<file path="src/rtl/pwr_seq_pkg.sv">
package pwr_seq_pkg;
  typedef enum logic [1:0] {
    PS_RUN   = 2'd0,
    PS_HALT  = 2'd1,
    PS_STPG  = 2'd2,
    PS_PROBE = 2'd3
  } pstate_e;

  typedef enum logic {
    CYC_HALT = 1'b0,
    CYC_STPG = 1'b1
  } cyc_kind_e;

  localparam int unsigned WAKE_SRC_N = 5;
endpackage

</file>
<file path="src/rtl/pwr_cycle_issue.sv">
module pwr_cycle_issue
  import pwr_seq_pkg::*;
(
  input  logic      clk,
  input  logic      rst_n,
  input  logic      load,
  input  cyc_kind_e load_kind,
  input  logic      drop,
  input  logic      bus_conn,
  input  logic      ack,
  output logic      halt_p,
  output logic      stpg_p,
  output logic      done
);
  logic      pend_q;
  logic      outst_q;
  cyc_kind_e kind_q;
  logic      fire;

  // A waiting cycle goes out only on a connected bus with nothing outstanding
  assign fire = pend_q && bus_conn && !outst_q && !drop && !load;

  always_ff @(posedge clk or negedge rst_n) begin
    if (!rst_n) begin
      pend_q  <= 1'b0;
      outst_q <= 1'b0;
      kind_q  <= CYC_HALT;
      halt_p  <= 1'b0;
      stpg_p  <= 1'b0;
      done    <= 1'b0;
    end else begin
      halt_p <= fire && (kind_q == CYC_HALT);
      stpg_p <= fire && (kind_q == CYC_STPG);
      if (ack && outst_q) outst_q <= 1'b0;
      if (fire)           outst_q <= 1'b1;
      if (drop) begin
        pend_q  <= 1'b0;
        outst_q <= 1'b0;
        done    <= 1'b0;
      end else if (load) begin
        pend_q <= 1'b1;
        kind_q <= load_kind;
        done   <= 1'b0;
      end else begin
        if (fire) pend_q <= 1'b0;
        if (ack && outst_q && !pend_q) done <= 1'b1;
      end
    end
  end

  // an outstanding, unacknowledged cycle blocks the next issue
  a_r11_no_issue_outstanding: assert property (@(posedge clk) disable iff (!rst_n)
    (outst_q && !ack) |=> !(halt_p || stpg_p));

  // each request is a single-cycle pulse
  a_r1_single_pulse: assert property (@(posedge clk) disable iff (!rst_n)
    (halt_p || stpg_p) |=> !(halt_p || stpg_p));

  a_r1_one_kind: assert property (@(posedge clk) disable iff (!rst_n)
    !(halt_p && stpg_p));
endmodule

</file>
<file path="src/rtl/pwr_wake_latch.sv">
module pwr_wake_latch #(
  parameter int unsigned WAKE_N = 5
) (
  input  logic              clk,
  input  logic              rst_n,
  input  logic              cap_en,
  input  logic              clr,
  input  logic [WAKE_N-1:0] evt,
  output logic [WAKE_N-1:0] pend
);
  for (genvar b = 0; b < WAKE_N; b++) begin : g_bit
    always_ff @(posedge clk or negedge rst_n) begin
      if (!rst_n) pend[b] <= 1'b0;
      else        pend[b] <= (pend[b] && !clr) || (cap_en && evt[b]);
    end

    // a captured event stays until cleared
    a_r6_sticky: assert property (@(posedge clk) disable iff (!rst_n)
      (pend[b] && !clr) |=> pend[b]);
  end
endmodule

</file>
<file path="src/rtl/pwr_seq_fsm.sv">
module pwr_seq_fsm
  import pwr_seq_pkg::*;
#(
  parameter int unsigned WAKE_N = 5
) (
  input  logic              clk,
  input  logic              rst_n,
  input  logic              halt_instr,
  input  logic              stop_clk,
  input  logic              sys_reset,
  input  logic [WAKE_N-1:0] wake_evt,
  input  logic              bus_conn,
  input  logic              probe_req,
  input  logic              probe_done,
  output logic              low_ctx,
  output logic              cap_en,
  output logic              cap_clr,
  output logic              cyc_load,
  output cyc_kind_e         cyc_kind,
  output logic              cyc_drop,
  output logic              conn_req,
  output logic              resume,
  output logic              reset_start
);
  pstate_e state_q, nxt;
  logic    ret_stpg_q, nxt_ret;
  logic    from_halt_q, nxt_fh;
  logic    conn_need_q, set_conn;
  logic    sysrst_q;
  logic    any_wake, probe_go;

  assign any_wake = |wake_evt;
  assign probe_go = bus_conn && probe_req;

  always_comb begin
    nxt      = state_q;
    nxt_ret  = ret_stpg_q;
    nxt_fh   = from_halt_q;
    cyc_load = 1'b0;
    cyc_kind = CYC_HALT;
    cyc_drop = 1'b0;
    set_conn = 1'b0;
    if (sys_reset) begin
      nxt      = PS_RUN;
      cyc_drop = 1'b1;
    end else begin
      unique case (state_q)
        PS_RUN: begin
          if (stop_clk) begin
            nxt      = PS_STPG;
            nxt_fh   = 1'b0;
            cyc_load = 1'b1;
            cyc_kind = CYC_STPG;
          end else if (halt_instr) begin
            nxt      = PS_HALT;
            cyc_load = 1'b1;
          end
        end
        PS_HALT: begin
          if (stop_clk) begin
            nxt      = PS_STPG;
            nxt_fh   = 1'b1;
            cyc_load = 1'b1;
            cyc_kind = CYC_STPG;
            set_conn = 1'b1;
          end else if (any_wake) begin
            nxt      = PS_RUN;
            cyc_drop = 1'b1;
            set_conn = 1'b1;
          end else if (probe_go) begin
            nxt     = PS_PROBE;
            nxt_ret = 1'b0;
          end
        end
        PS_STPG: begin
          if (!stop_clk) begin
            set_conn = 1'b1;
            if (from_halt_q) begin
              nxt      = PS_HALT;
              cyc_load = 1'b1;
            end else begin
              nxt      = PS_RUN;
              cyc_drop = 1'b1;
            end
          end else if (probe_go) begin
            nxt     = PS_PROBE;
            nxt_ret = 1'b1;
          end
        end
        default: begin
          if (probe_done) nxt = ret_stpg_q ? PS_STPG : PS_HALT;
        end
      endcase
    end
  end

  always_ff @(posedge clk or negedge rst_n) begin
    if (!rst_n) begin
      state_q     <= PS_RUN;
      ret_stpg_q  <= 1'b0;
      from_halt_q <= 1'b0;
      conn_need_q <= 1'b0;
      resume      <= 1'b0;
      reset_start <= 1'b0;
      sysrst_q    <= 1'b0;
    end else begin
      state_q     <= nxt;
      ret_stpg_q  <= nxt_ret;
      from_halt_q <= nxt_fh;
      sysrst_q    <= sys_reset;
      reset_start <= sys_reset && !sysrst_q;
      resume      <= (state_q != PS_RUN) && (nxt == PS_RUN) && !sys_reset;
      if (sys_reset)     conn_need_q <= 1'b0;
      else if (set_conn) conn_need_q <= 1'b1;
      else if (bus_conn) conn_need_q <= 1'b0;
    end
  end

  assign low_ctx  = (state_q == PS_HALT) || (state_q == PS_STPG);
  assign conn_req = conn_need_q && !bus_conn;
  assign cap_clr  = resume || sys_reset;
  assign cap_en   = !sys_reset &&
                    ((state_q == PS_STPG) || (nxt == PS_STPG) ||
                     ((state_q == PS_PROBE) && ret_stpg_q));

  // held stop-clock without reset or probe keeps Stop Grant
  a_r7_stpg_holds: assert property (@(posedge clk) disable iff (!rst_n)
    (state_q == PS_STPG && stop_clk && !sys_reset && !probe_go)
      |=> state_q == PS_STPG);

  // reset request launches the reset pulse
  a_r9_reset_pulse: assert property (@(posedge clk) disable iff (!rst_n)
    $rose(sys_reset) |=> reset_start);

  a_r9_no_resume_on_reset: assert property (@(posedge clk) disable iff (!rst_n)
    sys_reset |=> !resume);

  // resume lasts one cycle
  a_r10_resume_single: assert property (@(posedge clk) disable iff (!rst_n)
    resume |=> !resume);

  // probe ends in a parked state, never the running state
  a_r8_probe_return: assert property (@(posedge clk) disable iff (!rst_n)
    (state_q == PS_PROBE && probe_done && !sys_reset) |=> low_ctx);
endmodule

</file>
<file path="src/rtl/pwr_state_seq.sv">
module pwr_state_seq
  import pwr_seq_pkg::*;
#(
  parameter int unsigned CTL_W  = 3,
  parameter int unsigned WAKE_N = WAKE_SRC_N
) (
  input  logic              clk,
  input  logic              rst_n,
  input  logic              halt_instr,
  input  logic              stop_clk,
  input  logic              sys_reset,
  input  logic [WAKE_N-1:0] wake_evt,
  input  logic              bus_conn,
  input  logic              probe_req,
  input  logic              probe_done,
  input  logic              cyc_ack,
  input  logic [CTL_W-1:0]  clk_ctl_cfg,
  output logic              halt_cyc,
  output logic              stpg_cyc,
  output logic              conn_req,
  output logic              lp_en,
  output logic [CTL_W-1:0]  lp_ctl,
  output logic [WAKE_N-1:0] pend_evt,
  output logic              resume,
  output logic              reset_start
);
  logic      low_ctx, cap_en, cap_clr;
  logic      cyc_load, cyc_drop, cyc_done;
  cyc_kind_e cyc_kind;

  pwr_seq_fsm #(.WAKE_N(WAKE_N)) u_fsm (
    .clk(clk), .rst_n(rst_n), .halt_instr(halt_instr), .stop_clk(stop_clk),
    .sys_reset(sys_reset), .wake_evt(wake_evt), .bus_conn(bus_conn),
    .probe_req(probe_req), .probe_done(probe_done), .low_ctx(low_ctx),
    .cap_en(cap_en), .cap_clr(cap_clr), .cyc_load(cyc_load),
    .cyc_kind(cyc_kind), .cyc_drop(cyc_drop), .conn_req(conn_req),
    .resume(resume), .reset_start(reset_start)
  );

  pwr_cycle_issue u_issue (
    .clk(clk), .rst_n(rst_n), .load(cyc_load), .load_kind(cyc_kind),
    .drop(cyc_drop), .bus_conn(bus_conn), .ack(cyc_ack),
    .halt_p(halt_cyc), .stpg_p(stpg_cyc), .done(cyc_done)
  );

  pwr_wake_latch #(.WAKE_N(WAKE_N)) u_latch (
    .clk(clk), .rst_n(rst_n), .cap_en(cap_en), .clr(cap_clr),
    .evt(wake_evt), .pend(pend_evt)
  );

  assign lp_en  = low_ctx && cyc_done && !bus_conn;
  assign lp_ctl = lp_en ? clk_ctl_cfg : '0;

  // low power only in a parked state with the bus released
  a_r2_lp_parked: assert property (@(posedge clk) disable iff (!rst_n)
    lp_en |-> (low_ctx && !bus_conn));

  a_r2_lp_no_request: assert property (@(posedge clk) disable iff (!rst_n)
    lp_en |-> !(halt_cyc || stpg_cyc));
endmodule

</file>
<file path="config.mk">
export PLATFORM = sky130hd
export DESIGN_NAME = pwr_state_seq
export DESIGN_NICKNAME = d
export VERILOG_FILES = /design/src/rtl/pwr_seq_pkg.sv /design/src/rtl/pwr_cycle_issue.sv /design/src/rtl/pwr_wake_latch.sv /design/src/rtl/pwr_seq_fsm.sv /design/src/rtl/pwr_state_seq.sv
export SDC_FILE = /design/constraint.sdc
export NUM_CORES = 1
export LEC_CHECK = 0
export BUFFER_PORTS_ARGS = -buffer_cell sky130_fd_sc_hd__buf_2
export CELL_PAD_IN_SITES_DETAIL_PLACEMENT = 1
export CELL_PAD_IN_SITES_GLOBAL_PLACEMENT = 1
export CORE_ASPECT_RATIO = 0.6
export CORE_MARGIN = 1
export CORE_UTILIZATION = 30
export CTS_CLUSTER_DIAMETER = 150
export DETAILED_ROUTE_END_ITERATION = 12
export PLACE_DENSITY = 0.65
export SLEW_MARGIN = 10
export SYNTH_ARGS = -nofsm -noshare
export SYNTH_HDL_FRONTEND = slang
export SYNTH_HIERARCHICAL = 1
export SYNTH_SLANG_ARGS = --single-unit
</file>
<file path="constraint.sdc">
create_clock -name clk -period 4.65 [get_ports clk]
set_input_delay 0.2325 -clock clk [delete_from_list [all_inputs] [get_ports clk]]
set_output_delay 0.2325 -clock clk [all_outputs]
set_load 0.005 [all_outputs]
</file>
==> reports/metrics.cfg, run 1 <==
[logic_synthesis]
synth_cells = 112
yosys_warnings = 6
syn_nets = 134
synth.cell_area_mm2 = 0.00108
synth_ff_type = dfrtp_1
ys_seq_elements = 19
synthMostInstantiatedCell = dfrtp_1
synth-seq-area-share_pct = 44.1
synth_top_area_cell = dfrtp_1
ys_top_cells_by_count = 19 x dfrtp_1, 11 x inv_1, 11 x nand2_1
async_flop_share_pct = 100
ys_types = 41
synth-edff-count = 0
synthTopCellsByArea = dfrtp_1 44%, ha_1 5.8%, inv_1 3.8%
syn_avg_cell_area_um2 = 9.63
yosys.area.top_type_share_pct = 44.1

[sta]
drv_slew = 0
worst_hold_slack_ns = 0.210
finalHoldViolCount = 0
worstMarginPinSlew_ns = 0.435
finalSetupViolCount = 0
rsz0062_at_grt = false
final.setup.tns_ns = 0
max_freq_mhz = 438
fin_crit_sh_pct = 49.1
finClkSkew_ns = 0.00297
relSlewSlack_pct = 71.0
layout_min_cycle_time_ns = 2.28

[clock_tree]
path_clk_slew_ns = 0.07
cts_made_buffers = 3
post_cts_buffers = 0
cts_sinks = 19
tritoncts = yes
cts-root-buf = clkbuf_8
cts_resized = 0
clock_path_buffers = 2
htree_levels = 1
worstSkewPairLatency_ns = 0.26

[global_routing]
grt_usage_pct = 17.9
grt-ovfl-total = 0
grt_pass1_wl_um = 5200
busiest_layer = met1
grt_use_met1_pct = 26.7
grt_pass1_vias = 1016
grt_antenna_before_repair = 0
grt_max_degree = 20
gr-usage-met2_pct = 26.0
met3_usage_pct = 3.02

[detailed_routing]
dr.pass1.iters = 5
vias = 972
antenna_left = 0
drt-total-wl_um = 2910
drt_iter0_drc = 53
drc_errors = 0
wl_per_cell_um = 15.2
via_per_inst = 5.06

[power]
leakagePower_nw = 0.651
power_density_mw_per_mm2 = 321
vdd_drop_max_uv = 115
power.total_mw = 0.432

[critical_path]
critPathMaxFanout = 7
worstSetupStartpointType = flip-flop
r2r_slack_ns = 2.37
crit_required_ns = 4.80
end_kind = flip-flop
regToRegEndpoint = u_issue/kind_q
cp.arrival_ns = 2.43
timing.rr.start = u_fsm/state_q[1]
critical_path_class = flip-flop to flip-flop
ff2ff_path_depth = 7

[cells_and_area]
nets = 170
area_growth_pct = 24.7
drive_above_1_share_pct = 32.0
instances_no_fill = 192
diodes = 0
fin_util_pct = 40.2

[placed_design]
dp_hpwl_um = 2290
numPortBuffers = 30
gp_congestion = 0.912
place_inst = 187

[floorplanning]
placementRows = 16
start_util_pct = 32.3
die_w_um = 79.4
die_height_um = 48.4
core_mm2 = 0.00334
ios = 31
die-area_mm2 = 0.00385

[min_path]
hold_class = input pin to flip-flop
min_from = wake_evt[4]
min_to = u_latch/pend[4]
holdPathStages = 3

[flow_run]
maxCapViolations = 0

[outcome]
status = finished, final reports clean

-- how the worst max path moves through the flow --
stage                                 from              end  slack [ns]  depth (start not counted)
after floorplan           u_fsm/state_q[0]   u_issue/kind_q        2.40                          6
after detailed placement  u_fsm/state_q[1]   u_issue/kind_q        2.40                          7
final                     u_fsm/state_q[1]   u_issue/kind_q        2.37                          7
after CTS                 u_fsm/state_q[1]   u_issue/kind_q        2.39                          7
after global placement    u_fsm/state_q[1]   u_issue/kind_q        2.42                          7
after global routing      u_fsm/state_q[0]  u_latch/pend[3]        2.23                          9
-- kinds of logic after synthesis --
family / share of synthesized area (%)
compound gates: 19.1
mux: 2.09
flops: 44.1
buf+inv: 4.52
fa+ha+maj: 5.80
simple gates: 24.4
-- metal layers --
layer	up-vias	wire (µm)	share of wire [%]
li1	470	-	-
met1	481	1500	51
met2	19	1290	44
met3	2	97	3.3
met4	0	27	0.93
met5	-	0	0
-- final cells by class --
class / count / area, µm²
timing repair buffer: 32 / 168
inverter: 12 / 45.0
clock inverter: 1 / 5.00
multi-input combinational: 80 / 554
fill: 402 / 2000
sequential: 19 / 475
clock buffer: 3 / 41.3
tap: 45 / 56.3
-- power by group --
group / internal (mW) / switching [mW]
combinational: 0.0480 / 0.0650
clock: 0.0597 / 0.0575
sequential: 0.185 / 0.0170
total: 0.293 / 0.139
-- worst max-delay path: stages, from the launching register on --
cell and delay [ns]:
dfrtp_1 0.47, inv_1 0.12, ha_1 0.34, nor2_1 0.14, a2111oi_0 0.42, buf_4 0.20, nor2b_1 0.14, mux2_2 0.34
-- flip-flops by register name, indices dropped and copies added (netlist names) --
register           count
u_latch/pend           5
u_fsm/ret_stpg_q       1
u_fsm/state_q          2
u_issue/pend_q         1
u_fsm/sysrst_q         1
u_issue/halt_p         1
u_issue/outst_q        1
u_fsm/from_halt_q      1
u_issue/stpg_p         1
u_fsm/resume           1
u_fsm/conn_need_q      1
u_issue/done           1
u_fsm/reset_start      1
u_issue/kind_q         1
-- placed cells by master (no fill, tap or decap), drive strengths merged, types with 2 or more instances in the layout --
cell,count
clkbuf,3
inv,12
nand2b,4
buf,31
and4b,3
nor2,8
nor3,4
nor2b,4
a31oi,3
o21ai,7
mux2,2
a21oi,6
a31o,2
dfrtp,19
ha,5
nand2,11
a22o,2
-- metrics by stage --
step                setup WS, ns  instance area [µm²]
floorplan                   2.40                 1080
CTS                         2.39                 1350
finish                      2.37                 1350
global route                2.23                 1350
global placement            2.42                 1290
detailed placement          2.40                 1290
-- timing repair --
item	CTS	global route
endpoints found under the hold margin	19	0
endpoints found under the setup margin	0	0
hold buffers	1	0
Note: power is estimated with default switching activity, not from simulation.
==> inputs of run 2 (changes only) <==
--- a/config.mk
+++ b/config.mk
@@ -13,7 +13,7 @@
 export CORE_UTILIZATION = 30
 export CTS_CLUSTER_DIAMETER = 150
 export DETAILED_ROUTE_END_ITERATION = 12
-export PLACE_DENSITY = 0.65
+export PLACE_DENSITY = 0.68
 export SLEW_MARGIN = 10
 export SYNTH_ARGS = -nofsm -noshare
 export SYNTH_HDL_FRONTEND = slang
==> constraint.sdc (replaced) <==
create_clock -name clk -period 1.95 [get_ports clk]
set_input_delay 0.0975 -clock clk [delete_from_list [all_inputs] [get_ports clk]]
set_output_delay 0.0975 -clock clk [all_outputs]
set_load 0.005 [all_outputs]
==> reports/metrics.cfg, run 2 (same netlist as run 1, synthesis figures left out) <==
[outcome]
status = finished, final reports clean

[critical_path]
ff2ff_path_depth = 8
critPathMaxFanout = 6
worstSetupStartpointType = flip-flop
r2r_slack_ns = 0.07
crit_required_ns = 2.10
cp.arrival_ns = 2.03
regToRegEndpoint = u_issue/kind_q
critical_path_class = flip-flop to flip-flop
end_kind = flip-flop
timing.rr.start = u_fsm/state_q[0]

[power]
p_switching_mw = 0.381
p_clk_share_pct = 24.3
swShare_pct = 33.0
leakagePower_nw = 0.730
internal-power_mw = 0.775
power_density_mw_per_mm2 = 736
power.total_mw = 1.16
vdd_drop_max_uv = 296
power_frac_seq_pct = 41.0
p_comb_share_pct = 34.7

[placed_design]
place_inst = 198
numPortBuffers = 30
gp_congestion = 0.852
dp_hpwl_um = 2400

[sta]
worst_hold_slack_ns = 0.0905
layout_min_cycle_time_ns = 1.88
drv_slew = 0
finalHoldViolCount = 0
relSlewSlack_pct = 69.6
fin_crit_sh_pct = 96.4
max_freq_mhz = 532
worstMarginPinSlew_ns = 0.456
finalSetupViolCount = 0
finClkSkew_ns = 0.00311
final.setup.tns_ns = 0

[clock_tree]
cts_made_buffers = 3
cts-root-buf = clkbuf_8
cts_sinks = 19
tritoncts = yes
path_clk_slew_ns = 0.08
clock_path_buffers = 2
htree_levels = 1
worstSkewPairLatency_ns = 0.26

[detailed_routing]
drc_errors = 0
vias = 1037
drt-total-wl_um = 3290
via_per_inst = 5.06
dr.pass1.iters = 4
drt_iter0_drc = 50
wl_per_cell_um = 16.0
antenna_left = 0

[min_path]
min_from = wake_evt[4]
min_to = u_latch/pend[4]
holdPathStages = 3
hold_class = input pin to flip-flop

[global_routing]
grt_pass1_wl_um = 5390
grt_antenna_before_repair = 0
grt_max_degree = 20
grt_pass1_vias = 1082
grt-ovfl-total = 0
grt_usage_pct = 18.6

[cells_and_area]
layout_common_cells = 30 x buf_2, 19 x dfrtp_1, 13 x buf_4, 11 x nand2_1, 9 x inv_1
area_growth_pct = 45.7
reg_top3 = u_latch/pend (5), u_fsm/state_q (2)
drive_above_1_share_pct = 46.9
largest_reg_flops = 5
top_register = u_latch/pend
nets = 183
diodes = 0
final_common_cell = buf_2
instances_no_fill = 205

[floorplanning]
die_height_um = 48.4
ios = 31
core_mm2 = 0.00334
start_util_pct = 32.3
die-area_mm2 = 0.00385
die_w_um = 79.4
placementRows = 16

[flow_run]
maxCapViolations = 0

[run 2: cell count changes in the layout (fill, tap and decap cells not counted), moves of 2 or more]
cell / delta
buf_4: +12
ha_1: -4
ha_4: +4
inv_1: -2
inv_2: +2
nor2_1: -2
nor2_4: +2
[run 2: worst max path at each step]
| stage | from | end | slack [ns] | depth (start not counted) |
|---|---|---|---|---|
| after floorplan | u_fsm/state_q[1] | u_issue/kind_q | 0.05 | 6 |
| after global placement | u_fsm/state_q[0] | u_latch/pend[2] | -0.09 | 9 |
| after detailed placement | u_fsm/state_q[0] | u_latch/pend[2] | -0.1 | 9 |
| after CTS | u_fsm/state_q[1] | u_issue/kind_q | 0.0001 | 5 |
| after global routing | u_fsm/state_q[1] | u_latch/pend[4] | -0.03 | 10 |
| final | u_fsm/state_q[0] | u_issue/kind_q | 0.07 | 8 |
[run 2: routing by layer]
layer / vias up / global-route usage (%) / part of all wire, %
met2: 24 / 28.0 / 47
met1: 513 / 26.9 / 47
met3: 2 / 3.96 / 4.6
li1: 498 / - / -
met5: - / 0 / 0
met4: 0 / 5.45 / 1.0
[run 2: what timing repair did]
action                                  CTS  global route
endpoints found under the hold margin    19             0
hold buffers                              1             0
resized for setup                         5            18
buffers inserted                          1             1
endpoints found under the setup margin    6            11
pin swaps                                 3             5
[run 2: metrics by stage]
step / instance area (µm²) / setup slack (ns) / util [%]
after global placement: 1390 / -0.0897 / 41.6
after CTS: 1470 / 0.000103 / 43.9
after floorplan: 1100 / 0.0545 / -
after detailed placement: 1390 / -0.0999 / 41.6
after global routing: 1570 / -0.0308 / 47.0
final: 1570 / 0.0695 / 47.0
[run 2: power groups by stage]
| stage | Clock, mW | Combinational [mW] | Sequential (mW) |
|---|---|---|---|
| after floorplan | 0 | 0.168 | 0.479 |
| after global placement | 0 | 0.323 | 0.477 |
| after detailed placement | 0 | 0.328 | 0.480 |
| after CTS | 0.290 | 0.345 | 0.472 |
| after global routing | 0.308 | 0.438 | 0.482 |
| final | 0.281 | 0.401 | 0.474 |
[run 2: cell type report]
class	count	area, µm²
Fill cell	379	1770
Multi-Input combinational cell	80	679
Sequential cell	19	475
Timing Repair Buffer	45	269
Tap cell	45	56.3
Inverter	12	45.0
Clock buffer	3	41.3
Clock inverter	1	5.00
[run 2: worst max-delay path: stages, from the launching register on]
cell and delay [ns]:
dfrtp_1 0.41, buf_6 0.15, ha_4 0.16, buf_4 0.16, nand2_1 0.06, o21ai_0 0.07
a31o_2 0.29, nor2b_1 0.16, mux2_4 0.31
